**config.mk**
```make
export PLATFORM = sky130hd
export DESIGN_NAME = dac_cmd_writer
export DESIGN_NICKNAME = d
export VERILOG_FILES = /design/src/rtl/dac_cmd_writer.sv
export SDC_FILE = /design/constraint.sdc
export NUM_CORES = 1
export LEC_CHECK = 0
export BUFFER_PORTS_ARGS = -buffer_cell sky130_fd_sc_hd__buf_2
export CAP_MARGIN = 30
export CORE_ASPECT_RATIO = 2
export CORE_MARGIN = 2
export CORE_UTILIZATION = 58
export DETAILED_ROUTE_END_ITERATION = 6
export PLACE_DENSITY_LB_ADDON = 0.15
export SYNTH_ARGS = -nofsm -noshare
export SYNTH_HDL_FRONTEND = slang
export SYNTH_SLANG_ARGS = --single-unit
```
**constraint.sdc**
```tcl
create_clock -name clk -period 6 [get_ports clk]
set_input_delay 1.2 -clock clk [delete_from_list [all_inputs] [get_ports clk]]
set_output_delay 1.2 -clock clk [all_outputs]
set_load 0.05 [all_outputs]
```
**src/rtl/dac_cmd_writer.sv**
```systemverilog
module dac_cmd_writer #(
  parameter int unsigned DIV = 0
) (
  input  logic       clk,
  input  logic       rst_n,
  input  logic       req_valid,
  output logic       req_ready,
  input  logic [1:0] req_sel,
  input  logic [7:0] req_data,
  output logic       sclk,
  output logic       din,
  output logic       sync_n
);
  localparam int unsigned CW = (DIV > 0) ? $clog2(DIV + 1) : 1;
  localparam logic [CW-1:0] DIV_C = CW'(DIV);
  localparam logic [7:0] CTL_A  = 8'h01;
  localparam logic [7:0] CTL_B  = 8'h05;
  localparam logic [7:0] CTL_AB = 8'h24;
  localparam logic [5:0] PH_LAST = 6'd32;
  localparam logic [5:0] PH_END  = 6'd34;

  logic          busy, pend;
  logic [5:0]    ph;
  logic [CW-1:0] dcnt;
  logic [15:0]   sr;
  logic [7:0]    val;

  wire tick     = (dcnt == DIV_C);
  wire accept   = req_valid && req_ready;
  wire in_frame = busy && (ph <= PH_LAST);

  always_ff @(posedge clk or negedge rst_n) begin
    if (!rst_n) begin
      busy <= 1'b0;
      pend <= 1'b0;
      ph   <= '0;
      dcnt <= '0;
      sr   <= '0;
      val  <= '0;
    end else if (accept) begin
      if (req_sel != 2'b00) begin
        busy <= 1'b1;
        pend <= (req_sel == 2'b11);
        ph   <= '0;
        dcnt <= '0;
        val  <= req_data;
        sr   <= {req_sel[0] ? CTL_A : CTL_B, req_data};
      end
    end else if (busy) begin
      if (tick) begin
        dcnt <= '0;
        if (ph == PH_END) begin
          if (pend) begin
            pend <= 1'b0;
            ph   <= '0;
            sr   <= {CTL_AB, val};
          end else begin
            busy <= 1'b0;
          end
        end else begin
          ph <= ph + 6'd1;
          if (!ph[0] && ph != 6'd0 && ph <= PH_LAST)
            sr <= {sr[14:0], 1'b0};
        end
      end else begin
        dcnt <= dcnt + CW'(1);
      end
    end
  end

  assign req_ready = !busy;
  assign sync_n    = !in_frame;
  assign sclk      = !(in_frame && ph != 6'd0 && ph[0]);
  assign din       = in_frame && sr[15];
endmodule

```
# After elaboration in Yosys (flattened, before gate mapping)
# Cells that the tools add are included.
# totals
out_inout_bits,4
romBits,0
regBits,33
latchBits,0
mem_count,0
wordCells,64
ram_bits,0
# op_classes
add_sub_neg,2
n_mux,29
shift,0
n_div,0
n_eq_ne,5
magnitude_cmp,1
multipliers,0
n_bitwise,0
reduce_logical,21
# op_table
op,count
$mux W16,7
$mux W6,6
$mux W1,15
$reduce_and A4 Y1,2
$logic_and A1 B1 Y1,7
$add A6 B1 Y6 const B,1
$eq A6 B6 Y1 const B,1
$le A6 B6 Y1 const B,1
$reduce_bool A2 Y1,3
$reduce_bool A6 Y1,1
$reduce_and A5 Y1,1
$logic_not A1 Y1,4
$ne A2 B1 Y1 const B,2
$reduce_and A2 Y1,2
$mux W3,1
$ne A3 B3 Y1 const B,1
$reduce_bool A3 Y1,1
$eq A2 B2 Y1 const B,1
$add A1 B1 Y1 const B,1

# Depth between registers and ports, before layout
# Gate-level depths: netlist of run 1.
# logic_depth
depth_word,8
ltp_mapped,8
mapped_depth_nobuf,6

# Worst setup path before layout of run 1
# Ideal clock, no wire load.
# synth_timing
path_kind,register to output
startpoint,register ph[0]
endpoint,output port sclk
t_arrival_ns,1.495
n_path_buf,0
stages_incl_launch_ff,6
required_ns,4.800
path_slack_ns,3.305
cell_sequence,dfrtp_1 -> inv_1 -> ha_1 -> nor4b_4 -> xnor2_1 -> nand3_1
# synth_via
elab_chain_len,5
elab_cells_between_ends,6
classes_between,order compare: 1; reduce/logical: 5
# synth_rtl
element,line,text
start: declaration,23,logic [5:0] ph;
start signal: assignment,61,ph <= ph + 6'd1;
$le A6 B6 Y1,30,wire in_frame = busy && (ph <= PH_LAST);
$logic_and A1 B1 Y1,30,
$logic_and A1 B1 Y1,73,assign sclk = !(in_frame && ph != 6'd0 && ph[0]);
$logic_and A1 B1 Y1 *,73,
$logic_not A1 Y1 *,73,
end: declaration,10,"output logic sclk,"
# Mark *: on every way between the ends. The rest lies on a longest branch, timed or not.

# Final worst setup path of run 1
# layout_timing
startpoint,input port req_valid
endpoint,register sr[2]
# layout_via
elab_chain_len,3
elab_cells_between_ends,8
classes_between,eq/ne: 3; mux: 1; reduce/logical: 4
# layout_rtl
element,line,text
start: declaration,6,"input logic req_valid,"
$logic_and A1 B1 Y1 *,29,wire accept = req_valid && req_ready;
$ne A3 B3 Y1 (no line) (tied with other cells),n/a,
$reduce_and A5 Y1 (no line),n/a,
end signal: assignment,47,"sr <= {req_sel[0] ? CTL_A : CTL_B, req_data};"
end signal: assignment,56,"sr <= {CTL_AB, val};"
end signal: assignment,63,"sr <= {sr[14:0], 1'b0};"
end: declaration,25,logic [15:0] sr;
# Marked as above.
# A chain may end at the register's enable or synchronous reset.

==> flow_summary.ini, run 1 <==
[status]
status = completed

[sta]
setup-tns-final_ps = 0
max_freq_mhz = 307
tightest_slew_ps = 990
slew_viol_final = 0
slew_headroom = 0.338
finalCritPeriodShare = 0.544
setup_violations = 0
rsz0062_at_grt = false
fin_skew_ps = 7.66
fin_crit_ps = 3260
hold_viol = 0

[logic_synthesis]
syn_nets = 198
synth_top_area_share = 0.456
synthArstFlopShare = 1.00
syn_inst = 182
synth_cell_types = 35
synth_edf_count = 0
ys.flop_type = dfrtp_1
yosys_warnings = 0
synth_common_cells = nand2_1, dfrtp_1, nand3_1
ys_seq_area_frac = 0.456
synth.area.top_cells = dfrtp_1, nand2_1, mux2_4
syn_avg_cell_area_um2 = 9.64
ys_ff_latch = 32
yosysTopAreaCell = dfrtp_1
synth_most_common_cell = nand2_1
synth_area_um2 = 1750

[hold_path]
hold_depth = 2
min_path_type = reg2reg
worstHoldStart = val[2]

[finish]
antenna_cells = 0
nets = 213
drive_above_1_share = 0.207
postLayoutCoreUtil = 0.658
area_growth_pct = 9.13

[cts]
cts_root_buf = clkbuf_8
path_clk_slew_ps = 70
post_cts_buffers = 0
cts_resized = 0
cts_tree = done
ctsHoldBuffers = 0
clk-insertion-delay-late_ps = 290
cts_buffers = 5
htree_levels = 2
cts.path.max_buffers = 2
cts.sinks = 32

[routing]
vias = 1386
drc = 0
wire_per_inst_um = 17.2
via_per_inst = 6.08
drtAntennaViolNets = 0
dr.first_iter.drc_count = 35
drtPass1Iterations = 4
wl_um = 3920

[placed_design]
gp_congestion = 0.823
hpwl_um = 2860
numPortBuffers = 16

[die]
core_um2 = 2910
start_util = 0.603
dieArea_um2 = 3510
rows = 28
dieHeight_um = 81.8
die_w_um = 42.9
io_pins = 17

[global_routing]
grt_usage = 0.260
grt_overflow = 0
grt_pass1_wl_um = 6600
antenna_found_initial = 0
grt_pass1_vias = 1399
grt_max_degree = 33

[power]
clock_power_share = 0.414
ir_worst_vdd_uv = 218
seqPwrFrac = 0.539
p_int_uw = 321
power.share.switching = 0.230
powerDensity_nw_per_um2 = 217
p_switching_uw = 95.7
comb_power_share = 0.047
p_leak_nw = 1.00

[worst_setup_path]
critPathSlowestCell = a211oi_4
critPathMaxFanout = 19
required_ps = 6170
path_cells = buf_2 > nand2b_1 > nor2_1 > a211oi_4 > mux2_2
critPathTopFamily = compound AO/OA/AOI/OAI gates
cp.arrival_ps = 3430
critPathKind = in2reg
ff2ff_setup_slack_ps = 3030
startpoint = req_valid
cp_num_cells = 5
critical-path-max-stage-delay_ps = 850
critPathBufInv = 1
cp-end-kind = register
cp-start-kind = input port
r2r_cells = 4
r2r-start = busy

[flow_run]
drv_cap = 0
[power groups by stage]
stage | clock network (mW) | registers, mW | logic, mW
global route | 0.185 | 0.224 | 0.0225
global placement | 0 | 0.228 | 0.0191
finish | 0.172 | 0.224 | 0.0197
detailed placement | 0 | 0.228 | 0.0201
CTS | 0.177 | 0.224 | 0.0201
floorplan | 0 | 0.227 | 0.00885
[metrics by stage]
step                      setup WS [ps]  instances  hold WS, ps  power [mW]  area [µm²]
after global placement             2540        220          461       0.247        1820
after floorplan                    3300        182          445       0.236        1750
after global routing               2580        228          519       0.432        1910
after detailed placement           2420        220          471       0.248        1820
after CTS                          2730        228          490       0.422        1910
final                              2740        228          484       0.416        1910
[cell type report]
cell class                      instances  area [µm²]
Clock inverter                          2        10.0
Multi-Input combinational cell        134         870
Inverter                                7        26.3
Tap cell                               30        37.5
Clock buffer                            6        82.6
Fill cell                             232         993
Sequential cell                        32         801
Timing Repair Buffer                   17        87.6
[worst paths after layout]
check / end
max: sr[2]
min: val[2]
max reg2reg: sr[2]
min reg2reg: val[2]
max in group asynchronous: sr[10]
min in group asynchronous: val[2]
[placed cells by master (no fill, tap or decap), drive strengths merged, types with 4 or more instances in the layout]
master  Yosys  final
clkbuf      3      6
nor2       12     12
o21ai      13     13
a31oi       7      7
mux2i       4      4
a21oi       5      5
mux2       12     12
inv         7      7
dfrtp      32     32
nand3      16     16
nor3        5      5
nand2      33     33
buf         6     17
[routing by layer]
layer | share of wire | vias up | GRT usage
li1 | - | 663 | -
met1 | 0.39 | 678 | 0.303
met2 | 0.54 | 35 | 0.415
met3 | 0.036 | 10 | 0.0571
met4 | 0.039 | 0 | 0.181
met5 | 0 | - | 0
[sequential cells by signal, indices dropped and copies added (netlist names)]
signal and count:
ph 6, pend 1, busy 1, val 8, sr 16
[worst min-delay path, cell delays in order (launching register included)]
cell	delay (ps)
dfrtp_1	340
nand2_1	50
nand2_1	60
[cells by family (layout without fill, tap and decap cells)]
| kind of cell | after synthesis | in the layout | synth area share |
|---|---|---|---|
| buffers and inverters | 16 | 32 | 0.0478 |
| multiplexers | 16 | 16 | 0.113 |
| flip-flops | 32 | 32 | 0.456 |
| adder cells (fa/ha/maj) | 3 | 3 | 0.0214 |
| XOR/XNOR | 2 | 2 | 0.00999 |
| AND/OR/NAND/NOR | 78 | 78 | 0.223 |
| AO/OA/AOI/OAI | 35 | 35 | 0.129 |
Power figures use the tool's default switching activity.
==> run 2, diff against run 1 <==
CORE_UTILIZATION = 52   (was 58)
clock period = 3 ns   (was 6 ns; I/O delays follow)
==> run 2 against run 1 <==
Net effect: utilization is 4.3 points lower; sequential cell count stayed put; design area is 2.6% higher; largest cell class unchanged; critical path type is now reg2out; critical endpoint is now sclk.
==> flow_summary.ini, run 2 (synthesis gave the netlist of run 1 again) <==
[routing]
wl_um = 3820
drtPass1Iterations = 4
via_per_inst = 6.07
dr.first_iter.drc_count = 40
drtAntennaViolNets = 0
drc = 0
vias = 1415
wire_per_inst_um = 16.4

[finish]
design_area_um2 = 1960
layout_common_cells = nand2_1, dfrtp_1, nand3_1, buf_2, o21ai_0
nets = 217
register_area_um2 = 801
largest_register_ffs = 16
area_growth_pct = 12.0
multiInputGateArea_um2 = 870
reg_top3 = sr (16), val (8), ph (6)
fill_cells = 282
drive_above_1_share = 0.223
final_common_cell = nand2_1
largest_register = sr
antenna_cells = 0
stdcell_count = 233

[worst_setup_path]
critPathBufInv = 2
cp-end-kind = primary output
critPathSlowestCell = dfrtp_1
cp-start-kind = register
critPathKind = reg2out
critPathMaxFanout = 6
critPathTopFamily = flip-flops
required_ps = 2400
cp.arrival_ps = 1840
path_cells = inv_1 > ha_1 > nor4b_4 > xnor2_1 > nand3_1 > buf_2
critical-path-max-stage-delay_ps = 410

[die]
dieArea_um2 = 3880
core_um2 = 3190
start_util = 0.549
dieHeight_um = 86.1
rows = 29
die_w_um = 45.1
io_pins = 17

[cts]
cts_tree = done
ctsHoldBuffers = 0
path_clk_slew_ps = 70
cts_resized = 0
cts_buffers = 5
clk-insertion-delay-late_ps = 280
htree_levels = 2
post_cts_buffers = 0
cts.path.max_buffers = 2
cts.sinks = 32
cts_root_buf = clkbuf_8

[sta]
tightest_slew_ps = 705
fin_crit_ps = 2440
hold_viol = 0
finalCritPeriodShare = 0.813
setup_violations = 0
slew_headroom = 0.530
setup-tns-final_ps = 0
rsz0062_at_grt = false
fin_skew_ps = 6.69
slew_viol_final = 0
whs_ps = 360
max_freq_mhz = 410

[global_routing]
grt_pass1_wl_um = 6530
grt_overflow = 0
grt_pass1_vias = 1474
antenna_found_initial = 0
grt_max_degree = 33
grt_usage = 0.227

[flow_run]
drv_cap = 0

[power]
total_power_uw = 904
powerDensity_nw_per_um2 = 460
p_leak_nw = 1.03
ir_worst_vdd_uv = 322

[placed_design]
numPortBuffers = 16
hpwl_um = 2790
place_inst = 225
dpl_cell_area_um2 = 1850
gp_congestion = 0.832

[hold_path]
min_path_type = in2async

[status]
status = completed
[run 2: area by class of cell]
type / count / area share
Inverter: 7 / 0.0134
Clock inverter: 3 / 0.0217
Multi-Input combinational cell: 134 / 0.443
Clock buffer: 5 / 0.0350
Tap cell: 31 / 0.0197
Sequential cell: 32 / 0.408
Timing Repair Buffer: 21 / 0.0599
[run 2: per-stage QoR]
stage	util	setup slack, ps
after floorplan	-	905
after global placement	0.580	768
after detailed placement	0.580	656
after CTS	0.615	563
after global routing	0.615	460
final	0.615	560
[run 2: worst paths after layout]
path | startpoint | endpoint | slack [ps] | depth (start not counted)
worst max-delay path | ph[0] | sclk | 560 | 6
worst min-delay path | rst_n | val[2] | 360 | 1
worst max register to register | ph[0] | sr[4] | 650 | 7
worst min register to register | val[0] | val[0] | 490 | 2
max in group asynchronous | rst_n | sr[1] | 2180 | 1
min in group clk | val[0] | val[0] | 490 | 2
[run 2: power by group]
part           total [mW]  internal (mW)  switching [mW]
combinational      0.0391         0.0158          0.0233
sequential          0.448          0.442         0.00599
clock               0.417          0.246           0.171
total               0.904          0.704           0.200
[run 2: routing by layer]
layer  up-vias  GRT usage  wire (µm)
li1        669          -          -
met1       690      0.254       1530
met2        43      0.381       2020
met3        13     0.0358        138
met4         0      0.142        132
met5         -          0          0
[run 2: worst reg2reg max path, cell delays in order, from the launching register on]
cell      delay (ps)
dfrtp_1          420
inv_1            120
ha_1             170
and2_1           330
a21oi_1          170
a211oi_4         370
buf_4            300
mux2_2           360
==> run 3, diff against run 2 <==
clock period = 2.09 ns   (was 3 ns; I/O delays follow)
==> run 3 against run 2 <==
Net effect: the flow now finishes with violations (negative setup slack); clock skew decreased by 0.71 ps; design area increased by 9.4%; sequential share of layout area decreased by 3.4 points; die area unchanged; critical endpoint unchanged; setup slack got worse by 600 ps; largest power group unchanged; wire length increased by 14%; count of clock-buffer cells in the layout increased by 3; cell count increased by 8.2%; sequential power increased by 44%; worst hold slack got worse by 180 ps; first-iteration DRC count decreased by 40%.
==> flow_summary.ini, run 3 (synthesis gave the netlist of run 1 again) <==
[die]
core_um2 = 3190
rows = 29
die_w_um = 45.1
dieHeight_um = 86.1
io_pins = 17
dieArea_um2 = 3880
start_util = 0.549

[finish]
nets = 236
reg_top3 = sr (16), val (8), ph (6)
stdcell_count = 252
drive_above_1_share = 0.312
design_area_um2 = 2150
largest_register = sr
postLayoutCoreUtil = 0.673
antenna_cells = 0
layout_common_cells = nand2_1, dfrtp_1, buf_4, nand3_1, buf_2
largest_register_ffs = 16
fill_cells = 259
area_growth_pct = 22.5
final_common_cell = nand2_1

[global_routing]
globalRouteMet3Util = 0.0442
grt_pass1_wl_um = 7130
grt_usage = 0.252
top_usage_layer = met2
grt_pass1_vias = 1567
use_met1 = 0.278
met2_usage = 0.408
grt_max_degree = 33
antenna_found_initial = 0
grt_overflow = 0

[cts]
cts_buffers = 5
cts.sinks = 32
clk-insertion-delay-late_ps = 280
htree_levels = 2
cts_root_buf = clkbuf_8
cts_tree = done
path_clk_slew_ps = 70
ctsHoldBuffers = 0
cts.path.max_buffers = 2

[sta]
slew_viol_final = 0
hold_viol = 0
fin_crit_ps = 2130
slew_headroom = 0.517
tightest_slew_ps = 724
max_freq_mhz = 469
fin_skew_ps = 5.97
setup-tns-final_ps = -59.6
setup_violations = 2
rsz0062_at_grt = true
layout_setup_ws_ps = -41.0
finalCritPeriodShare = 1.02

[status]
status = complete, but fails checks
violations = negative setup slack

[placed_design]
dpl_cell_area_um2 = 1950
gp_congestion = 0.797
hpwl_um = 3120
dpl_worst_slack_ps = 123
place_inst = 236
numPortBuffers = 16

[worst_setup_path]
cp.arrival_ps = 1710
critPathKind = reg2out
cp-end-kind = primary output
cp-start-kind = register
critPathMaxFanout = 2
required_ps = 1670

[routing]
wire_per_inst_um = 17.3
dr.first_iter.drc_count = 24
via_per_inst = 6.14
drc = 0
wl_um = 4370
vias = 1547
drtAntennaViolNets = 0
drtPass1Iterations = 4

[power]
p_leak_nw = 1.11
ir_worst_vdd_uv = 444
powerDensity_nw_per_um2 = 555

[flow_run]
drv_cap = 0

[hold_path]
min_path_type = in2async
run 3: cell count changes in the layout (fill, tap and decap cells not counted), moves of 2 or more:
cell and delta:
buf_2 -2, buf_4 +18, clkbuf_1 +2, inv_1 -2, inv_2 +2
run 3: worst paths after layout:
path                       slack, ps   startpoint     end  cells after the start
max in group asynchronous       1400        rst_n   ph[2]                      1
min in group clk                 340  req_data[3]  val[3]                      3
hold reg to reg                  480       val[4]  val[4]                      2
setup / recovery                 -40        ph[1]    sclk                      6
setup reg to reg                  10        ph[0]   sr[0]                      9
hold / removal                   180        rst_n  val[3]                      1
run 3: timing repair:
action	CTS	global route
resized for setup	11	5
pin swaps	2	0
endpoints found under the setup margin	2	15
gates cloned	0	0
setup buffers	4	4
run 3: critical path, stage by stage, from the launching register on:
cell and delay [ps]:
dfrtp_1 390, inv_2 90, ha_4 130, nor4b_4 260, xnor2_2 190, nand3_1 150, buf_4 220
run 3: where the power goes:
group	total [mW]	leakage (nW)	internal, mW	switching (mW)
sequential	0.644	0.418	0.635	0.00858
combinational	0.0606	0.649	0.0255	0.0350
clock	0.488	0.0455	0.268	0.220
total	1.19	1.11	0.929	0.263
run 3: routing by layer:
layer  vias up  routed length [µm]
li1        713                   -
met1       757                1660
met2        50                2280
met3        27                 130
met4         0                 295
met5         -                   0
run 3: cell type report:
type                       count  area (µm²)  share of cell area
sequential                    32         802               0.373
multi-input combinational    134         902               0.420
inverter                       7        26.3              0.0122
clock buffer                   8        90.1              0.0419
timing repair buffer          40         289               0.135
tap                           31        38.8              0.0181
run 3: stage by stage:
step	total power [mW]	hold WS (ps)
after floorplan	0.677	122
after global placement	0.710	462
after detailed placement	0.713	468
after CTS	1.21	200
after global routing	1.24	238
final	1.19	181
